## config.mk

```make
export PLATFORM = sky130hd
export DESIGN_NAME = prio_irq_resolver
export DESIGN_NICKNAME = d
export VERILOG_FILES = /design/src/rtl/irq_res_pkg.sv /design/src/rtl/irq_prio_scan.sv /design/src/rtl/irq_cmd_unit.sv /design/src/rtl/prio_irq_resolver.sv
export SDC_FILE = /design/constraint.sdc
export NUM_CORES = 1
export LEC_CHECK = 0
export ABC_AREA = 0
export CELL_PAD_IN_SITES_DETAIL_PLACEMENT = 0
export CELL_PAD_IN_SITES_GLOBAL_PLACEMENT = 1
export CORE_ASPECT_RATIO = 0.5
export CORE_MARGIN = 3
export CORE_UTILIZATION = 23
export DETAILED_ROUTE_END_ITERATION = 6
export PLACE_DENSITY_LB_ADDON = 0.1
export SYNTH_ARGS = -nofsm -noshare
export SYNTH_HDL_FRONTEND = slang
export SYNTH_SLANG_ARGS = --single-unit
```

## constraint.sdc

```tcl
create_clock -name clk -period 4.7 [get_ports clk]
set_clock_uncertainty 0.15 [all_clocks]
set_input_delay 0.705 -clock clk [delete_from_list [all_inputs] [get_ports clk]]
set_output_delay 0.705 -clock clk [all_outputs]
set_load 0.005 [all_outputs]
```

## src/rtl/irq_res_pkg.sv

```systemverilog
package irq_res_pkg;
   // Decoded command flags travelling from the port to the command unit.
   typedef struct packed {
      logic eoi;
      logic specific;
      logic rotate;
   } irq_cmd_t;
endpackage

```

## src/rtl/irq_prio_scan.sv

```systemverilog
// Rotated priority encoder: position 0 is line ptr+1, last is line ptr.
module irq_prio_scan #(
   parameter int NUM_LINES = 8,
   parameter int PTR_W     = $clog2(NUM_LINES)
) (
   input  logic [NUM_LINES-1:0] vec_i,
   input  logic [PTR_W-1:0]     ptr_i,
   output logic                 found_o,
   output logic [PTR_W-1:0]     pos_o,
   output logic [PTR_W-1:0]     pin_o
);
   logic [NUM_LINES-1:0] rot;

   for (genvar gi = 0; gi < NUM_LINES; gi++) begin : g_rot
      logic [PTR_W-1:0] src;
      assign src     = ptr_i + PTR_W'(1) + PTR_W'(gi);
      assign rot[gi] = vec_i[src];
   end

   always_comb begin
      found_o = 1'b0;
      pos_o   = '0;
      for (int i = NUM_LINES - 1; i >= 0; i--) begin
         if (rot[i]) begin
            found_o = 1'b1;
            pos_o   = PTR_W'(i);
         end
      end
      pin_o = ptr_i + PTR_W'(1) + pos_o;
   end

   // a reported winner must really be set in the scanned vector
   always_comb begin
      if (found_o) a_r3_pin_is_set : assert (vec_i[pin_o]);
   end
endmodule

```

## src/rtl/irq_cmd_unit.sv

```systemverilog
// Turns an EOI / priority command into an in-service clear and a pointer load.
module irq_cmd_unit
   import irq_res_pkg::*;
#(
   parameter int PTR_W = 3
) (
   input  logic             cmd_valid_i,
   input  irq_cmd_t         cmd_i,
   input  logic [PTR_W-1:0] level_i,
   input  logic             isr_found_i,
   input  logic [PTR_W-1:0] isr_pin_i,
   output logic             clr_valid_o,
   output logic [PTR_W-1:0] clr_pin_o,
   output logic             ptr_load_o,
   output logic [PTR_W-1:0] ptr_val_o
);
   always_comb begin
      clr_valid_o = 1'b0;
      clr_pin_o   = level_i;
      ptr_load_o  = 1'b0;
      ptr_val_o   = level_i;
      if (cmd_valid_i) begin
         if (cmd_i.eoi) begin
            if (cmd_i.specific) begin
               clr_valid_o = 1'b1;
               clr_pin_o   = level_i;
            end else begin
               clr_valid_o = isr_found_i;
               clr_pin_o   = isr_pin_i;
            end
            ptr_load_o = clr_valid_o && cmd_i.rotate;
            ptr_val_o  = clr_pin_o;
         end else if (cmd_i.specific && cmd_i.rotate) begin
            ptr_load_o = 1'b1;
            ptr_val_o  = level_i;
         end
      end
   end
endmodule

```

## src/rtl/prio_irq_resolver.sv

```systemverilog
module prio_irq_resolver
   import irq_res_pkg::*;
#(
   parameter int NUM_LINES = 8,
   parameter int VEC_W     = 8,
   parameter int RESET_PTR = NUM_LINES - 1
) (
   input  logic                          clk,
   input  logic                          rst_n,
   input  logic                          init_done,
   input  logic                          aeoi_en,
   input  logic [VEC_W-$clog2(NUM_LINES)-1:0] vec_base,
   input  logic                          mask_we,
   input  logic [NUM_LINES-1:0]          mask_wdata,
   input  logic [NUM_LINES-1:0]          req_set,
   input  logic [NUM_LINES-1:0]          line_level,
   input  logic                          cmd_valid,
   input  logic                          cmd_eoi,
   input  logic                          cmd_specific,
   input  logic                          cmd_rotate,
   input  logic [$clog2(NUM_LINES)-1:0]  cmd_level,
   input  logic                          ack,
   output logic                          irq,
   output logic [VEC_W-1:0]              ack_vector,
   output logic [NUM_LINES-1:0]          irr_q,
   output logic [NUM_LINES-1:0]          isr_q,
   output logic [NUM_LINES-1:0]          imr_q
);
   localparam int PTR_W = $clog2(NUM_LINES);

   if (NUM_LINES != (1 << PTR_W)) begin : g_bad_lines
      $error("NUM_LINES must be a power of two");
   end
   if (VEC_W <= PTR_W) begin : g_bad_vec
      $error("VEC_W must exceed the line index width");
   end
   if (RESET_PTR < 0 || RESET_PTR >= NUM_LINES) begin : g_bad_ptr
      $error("RESET_PTR out of range");
   end

   logic [PTR_W-1:0] ptr_q;
   logic             rotate_q;

   logic             req_found, isr_found;
   logic [PTR_W-1:0] req_pos, isr_pos, req_pin, isr_pin;
   logic             eligible, ack_hit;

   irq_prio_scan #(.NUM_LINES(NUM_LINES), .PTR_W(PTR_W)) u_req_scan (
      .vec_i(irr_q & ~imr_q), .ptr_i(ptr_q),
      .found_o(req_found), .pos_o(req_pos), .pin_o(req_pin)
   );

   irq_prio_scan #(.NUM_LINES(NUM_LINES), .PTR_W(PTR_W)) u_isr_scan (
      .vec_i(isr_q), .ptr_i(ptr_q),
      .found_o(isr_found), .pos_o(isr_pos), .pin_o(isr_pin)
   );

   irq_cmd_t         cmd;
   logic             clr_valid, ptr_load;
   logic [PTR_W-1:0] clr_pin, ptr_val;

   assign cmd = '{eoi: cmd_eoi, specific: cmd_specific, rotate: cmd_rotate};

   irq_cmd_unit #(.PTR_W(PTR_W)) u_cmd (
      .cmd_valid_i(cmd_valid), .cmd_i(cmd), .level_i(cmd_level),
      .isr_found_i(isr_found), .isr_pin_i(isr_pin),
      .clr_valid_o(clr_valid), .clr_pin_o(clr_pin),
      .ptr_load_o(ptr_load), .ptr_val_o(ptr_val)
   );

   // A request wins only if it is strictly ahead of the first in-service line.
   assign eligible   = req_found && (!isr_found || (req_pos < isr_pos));
   assign ack_hit    = ack && eligible;
   assign ack_vector = {vec_base, (eligible ? req_pin : PTR_W'(NUM_LINES - 1))};

   logic [NUM_LINES-1:0] irr_clr, isr_set, isr_clr, req_gated;

   always_comb begin
      irr_clr = '0;
      isr_set = '0;
      isr_clr = '0;
      if (ack_hit && !line_level[req_pin]) irr_clr[req_pin] = 1'b1;
      if (ack_hit && !aeoi_en)             isr_set[req_pin] = 1'b1;
      if (clr_valid)                       isr_clr[clr_pin] = 1'b1;
   end

   assign req_gated = init_done ? req_set : '0;

   always_ff @(posedge clk or negedge rst_n) begin
      if (!rst_n) begin
         irr_q    <= '0;
         isr_q    <= '0;
         imr_q    <= '0;
         ptr_q    <= PTR_W'(RESET_PTR);
         rotate_q <= 1'b0;
         irq      <= 1'b0;
      end else begin
         irr_q <= (irr_q & ~irr_clr) | req_gated;
         isr_q <= (isr_q & ~isr_clr) | isr_set;
         irq   <= init_done && eligible;
         if (mask_we)   imr_q    <= mask_wdata;
         if (cmd_valid) rotate_q <= cmd_rotate;
         if (ptr_load)
            ptr_q <= ptr_val;
         else if (ack_hit && aeoi_en && rotate_q)
            ptr_q <= req_pin;
      end
   end

   // normal-mode acknowledge marks the winning line in service
   a_r8_isr_set_on_ack : assert property (@(posedge clk) disable iff (!rst_n)
      (ack_hit && !aeoi_en && !cmd_valid) |=> isr_q[$past(req_pin)]);

   // automatic EOI never touches the in-service register on acknowledge
   a_r9_aeoi_keeps_isr : assert property (@(posedge clk) disable iff (!rst_n)
      (ack && aeoi_en && !cmd_valid) |=> $stable(isr_q));

   // a spurious acknowledge leaves pending and in-service state alone
   a_r6_spurious_quiet : assert property (@(posedge clk) disable iff (!rst_n)
      (ack && !eligible && !cmd_valid && (req_set == '0)) |=> ($stable(isr_q) && $stable(irr_q)));

   // no interrupt output unless initialised
   a_r5_irq_needs_init : assert property (@(posedge clk) disable iff (!rst_n)
      !init_done |=> !irq);

   // a line still asserted keeps its pending bit across acknowledge
   a_r7_level_holds_irr : assert property (@(posedge clk) disable iff (!rst_n)
      (ack_hit && line_level[req_pin]) |=> irr_q[$past(req_pin)]);

   // non-specific EOI with nothing in service is a no-op
   a_r11_empty_eoi_noop : assert property (@(posedge clk) disable iff (!rst_n)
      (cmd_valid && cmd_eoi && !cmd_specific && (isr_q == '0) && !ack) |=> (isr_q == '0));
endmodule

```

# Yosys cells after proc, flatten, opt, wreduce, memory -nomap -nowiden
# Cells that the tools add are included.
# classes
order_cmp,13
reduce_logical,16
muxes,88
addsub,10
bitwise_logic,8
# op_table
cell,n
$mux W3,22
$bmux W1 S3,17
$mux W1,43
$lt A3 B4 Y1 const B,10
$mux W8,4
$and A8 B8 Y8,3
$not A8 Y8,3
$or A8 B8 Y8,2
$add A3 B3 Y3 const B,4
$logic_and A1 B1 Y1,11
$add A3 B1 Y3 const B,2
$add A3 B2 Y3 const B,2
$add A3 B3 Y3,2
$demux W1 S3,2
$ge A3 B1 Y1 const B,2
$logic_not A1 Y1,3
$lt A3 B3 Y1,1
$reduce_bool A2 Y1,1
$logic_or A1 B1 Y1,1
# word_totals
elab_cells,141
reg_bits,29
output_inout_bits,33

# Logic depth before layout (Yosys ltp)
# logic_depth
word_depth,24
mapped_depth,20

# Cells and area by module
# Synthesis repeated with hierarchy kept, for this count alone.
# unflattened
cells_unflattened,298
area_unflattened_um2,2969.1
# modules_own_cells
mod,n_inst,area_each_um2,cells_per_inst
prio_irq_resolver,1,1475.2,131
irq_prio_scan,2,691.9,78
irq_cmd_unit,1,110.1,11

# Worst setup path before layout
# No wires, ideal clock.
# synth_path
path_kind,reg-to-output
from,reg ptr_q[0]
to,out ack_vector[0]
required_time_ns,3.845
arrival_time_ns,3.801
setup_slack_ns,0.044
path_stages_with_launch,18
cell_sequence,dfstp_2 -> buf_6 -> inv_2 -> ha_1 -> buf_4 -> buf_2 -> nor4b_1 -> nor4_1 -> mux2i_1 -> nor2b_1 -> o311a_1 -> nor3b_1 -> ha_1 -> o21a_1 -> o22ai_2 -> a31o_2 -> nand2_1 -> or2_2
# synth_via
elab_chain_cells,16
elab_cells_between_ends,78
cone_classes,add/sub (9); order compare (1); mux (65); reduce/logical (3)
# synth_rtl
element,line_no,rtl
start: declaration,prio_irq_resolver.sv:41,logic [PTR_W-1:0] ptr_q;
start signal: assignment,prio_irq_resolver.sv:94,ptr_q <= PTR_W'(RESET_PTR);
start signal: assignment,prio_irq_resolver.sv:104,ptr_q <= ptr_val;
start signal: assignment,prio_irq_resolver.sv:106,ptr_q <= req_pin;
$add A3 B1 Y3 (*),"irq_prio_scan.sv:16, irq_prio_scan.sv:29",
$add A3 B3 Y3,irq_prio_scan.sv:16,assign src = ptr_i + PTR_W'(1) + PTR_W'(gi);
$bmux W1 S3,irq_prio_scan.sv:17,assign rot[gi] = vec_i[src];
$mux W1 (implied by the code),irq_prio_scan.sv:17,
$mux W3 or $mux W1 (tied branches) (8 in a row),irq_prio_scan.sv:24,if (rot[i]) begin
$lt A3 B3 Y1 or $logic_not A1 Y1 (tied branches),prio_irq_resolver.sv:72,assign eligible = req_found && (!isr_found || (req_pos < isr_pos));
$logic_or A1 B1 Y1,prio_irq_resolver.sv:72,
$logic_and A1 B1 Y1,prio_irq_resolver.sv:72,
$mux W3 (*),prio_irq_resolver.sv:74,"assign ack_vector = {vec_base, (eligible ? req_pin : PTR_W'(NUM_LINES - 1))};"
end: declaration,prio_irq_resolver.sv:24,"output logic [VEC_W-1:0] ack_vector,"
# Every way passes the cells marked *; elsewhere a longest branch is shown, timed or not. The select of a mux whose other input is x is not followed.

# Final worst setup path
# layout_path
from,reg ptr_q[0]
to,out ack_vector[1]
# The elaborated chain is that of the path after synthesis.

==> out/qor.json <==
{
  "run_status": "finished, final reports clean",
  "clock_latency_of_the_later_clocked_register_in_the_worst_skew_pair_ns": 0.27,
  "hold_buffers": 0,
  "ys_types": 65,
  "final_area_sq_mm": 0.00481,
  "synth-edff-count": 0,
  "final.fill_count": 1187,
  "drc": 0,
  "muxShareOfSynthArea": 0.232,
  "worst_ep_arrival_time_ns": 3.76,
  "synth-async-reset-ratio": 1.00,
  "transition_time_at_the_pin_with_the_least_slew_margin_ns": 0.686,
  "ios": 75,
  "floorplan.die.height_microns": 85.5,
  "synth_simple_gate_area_frac": 0.220,
  "grt_pass1_wl_microns": 17100,
  "layout-area-overhead-vs-synth_pct": 65.5,
  "yosys_register_bits": 29,
  "preCtsSetupSlack_ns": -0.311,
  "timing.final.setup_violations": 0,
  "synth.area.top_cells": "dfrtp_1, mux4_2, mux2_2",
  "nets": 468,
  "xor_xnor_cell_area_share_of_the_yosys_netlist": 0.0404,
  "post-synth-top-area-fraction": 0.224,
  "floorplan.die.width_microns": 165,
  "clock_tree_from_tritoncts": "done",
  "placement.cell_area_sq_mm": 0.00406,
  "timing.setup.critical_path_class": "reg2out",
  "initial_utilization": 0.241,
  "synthDominantAreaCellType": "dfrtp_1",
  "placeableCoreArea_sq_mm": 0.0121,
  "wire_per_inst_microns": 19.0,
  "fin_crit_ns": 4.61,
  "share_of_synthesized_area_occupied_by_flip_flops_and_latches": 0.251,
  "fp-row-count": 28,
  "synth-main-ff-cell": "dfrtp_1",
  "worst_setup_path_start_kind": "flip-flop",
  "grt_use_total": 0.156,
  "replace_congestion": 0.834,
  "clk_pin_slew_ns": 0.05,
  "post_synth_fa_ha_maj_area_fraction": 0.0396,
  "regArea_sq_um": 729,
  "layout_cells_sized_above_1": 0.434,
  "cp_max_fo": 6,
  "synth-warning-count": 0,
  "drt-initial-drc-count": 206,
  "synth_compound_area_frac": 0.160,
  "synthesis.area_per_instance_sq_um": 9.89,
  "fp.dieArea_sq_mm": 0.0141,
  "finalSetupTns_ns": 0,
  "postRouteWirelength_microns": 11100,
  "synth_top_family_by_area": "multiplexers",
  "h-tree-depth": 2,
  "multi_input_area_sq_mm": 0.00242,
  "residual_overflow_from_global_routing": 0,
  "grt_max_degree": 30,
  "first_global_vias": 3062,
  "antenna_found_initial": 0,
  "vias_per_cell": 4.99,
  "slew_headroom": 0.541,
  "cts_root_buf": "clkbuf_16",
  "antenna-diode-count": 0,
  "dp.final_hpwl_microns": 8420,
  "ant_nets": 0,
  "setup_repair_after_global_routing_missed_its_margin": "yes",
  "post-synth-top-count-cell": "dfrtp_1",
  "worst_hold_path_type": "reg2reg",
  "number_of_cts_inserted_buffers": 5,
  "synth_area_sq_mm": 0.00291,
  "synth_cells": 294,
  "cts.sinks": 29,
  "drt_pre_antenna_iters": 5,
  "timing.final.max_slew_violations": 0,
  "via_count": 2913,
  "worstPathRequired_ns": 3.85,
  "period_share": 0.981,
  "hold_viol_final": 0,
  "clock_tree.buffer_depth": 2,
  "netlist_top_cells_count": "dfrtp_1, nand2_1, a21oi_1",
  "crit_path_end_kind": "output port",
  "drv.max_cap_violation_count": 0,
  "synth_fp_nets": 344,
  "maxClockFrequency_ghz": 0.217,
  "io_buffers": 64,
  "post-route-worst-setup-slack_ns": 0.0872
}
path summary, 6_finish.rpt:
path | slack, ns | start | end | cells past startpoint
worst max-delay path | 0.09 | ptr_q[0]$_DFFE_PN1P_ | ack_vector[1] | 16
worst min-delay path | 0.42 | rotate_q$_DFFE_PN0P_ | rotate_q$_DFFE_PN0P_ | 2
worst max register to register | 0.19 | ptr_q[0]$_DFFE_PN1P_ | ptr_q[2]$_DFFE_PN1P_ | 21
worst min register to register | 0.42 | rotate_q$_DFFE_PN0P_ | rotate_q$_DFFE_PN0P_ | 2
max in group asynchronous | 3.39 | rst_n | ptr_q[1]$_DFFE_PN1P_ | 2
min in group asynchronous | 0.69 | rst_n | isr_q[5]$_DFF_PN0_ | 2
repair_timing:
| item | in CTS | in global routing |
|---|---|---|
| gates resized for setup | 41 | 54 |
| buffers inserted | 10 | 8 |
| pin swaps | 11 | 23 |
| cloned | 0 | 1 |
| endpoints found under the hold margin | 0 | 0 |
| endpoints found under the setup margin | 3 | 14 |
layout by cell type, fill, tap and decap left out, drive strengths merged, types with 3 or more instances in the layout:
master,netlist,layout
nand2,26,26
nor4b,3,3
ha,6,6
nor4bb,4,4
or2,3,3
a21oi,23,23
nor2,19,19
nor3,6,6
inv,10,10
dfrtp,26,26
nand3,5,5
o41ai,4,4
or3,4,4
mux2,17,17
clkbuf,4,8
mux2i,12,12
mux4,16,16
xnor2,5,5
nor4,9,9
dfstp,3,3
a211oi,3,3
o31ai,3,3
buf,15,74
o21ai,11,11
o22ai,3,3
clkdlybuf4s50,0,61
a31oi,5,5
nand2b,12,12
registers in the layout, summed over array words and instances, names as in the netlist:
register,flops
isr_q,8
imr_q,8
irq,1
irr_q,8
rotate_q,1
ptr_q,3
stage by stage:
stage / util / hold slack (ns) / instances
finish: 0.398 / 0.420 / 584
CTS: 0.368 / 0.412 / 578
global route: 0.398 / 0.444 / 584
floorplan: - / 0.259 / 294
detailed placement: 0.336 / 0.404 / 560
global placement: 0.336 / 0.391 / 560
layer usage:
layer,wire [microns],track usage
met1,5560,0.232
met2,5060,0.242
met3,433,0.0217
met4,59,0.0282
met5,0,0
cell families (layout without fill, tap and decap cells):
| group | after synthesis | count (layout) |
|---|---|---|
| compound gates | 68 | 68 |
| fa+ha+maj | 8 | 8 |
| xor+xnor | 8 | 8 |
| buf+inv | 29 | 154 |
| mux | 45 | 45 |
| simple gates | 107 | 107 |
| flops | 29 | 29 |
worst max-delay path, cell delays in order, from the launching register on:
cell       delay (ns)
dfstp_2          0.53
inv_2            0.05
ha_4             0.25
clkbuf_16        0.18
nor4bb_4         0.33
nor4_4           0.11
mux2i_4          0.18
nor2b_1          0.07
o311a_1          0.39
nor3b_4          0.27
ha_4             0.23
o21a_1           0.18
o22ai_2          0.14
a31o_2           0.16
nand2_2          0.06
or2_4            0.23
buf_6            0.11
area by class of cell:
| cell class | instances | share of cell area |
|---|---|---|
| Clock buffer | 7 | 0.0296 |
| Clock inverter | 1 | 0.00624 |
| Inverter | 10 | 0.00780 |
| Multi-Input combinational cell | 236 | 0.503 |
| Sequential cell | 29 | 0.152 |
| Tap cell | 165 | 0.0429 |
| Timing Repair Buffer | 136 | 0.258 |
Power is not shown: default switching activity piles up to over one toggle a cycle in this logic, so the estimate is an artifact.
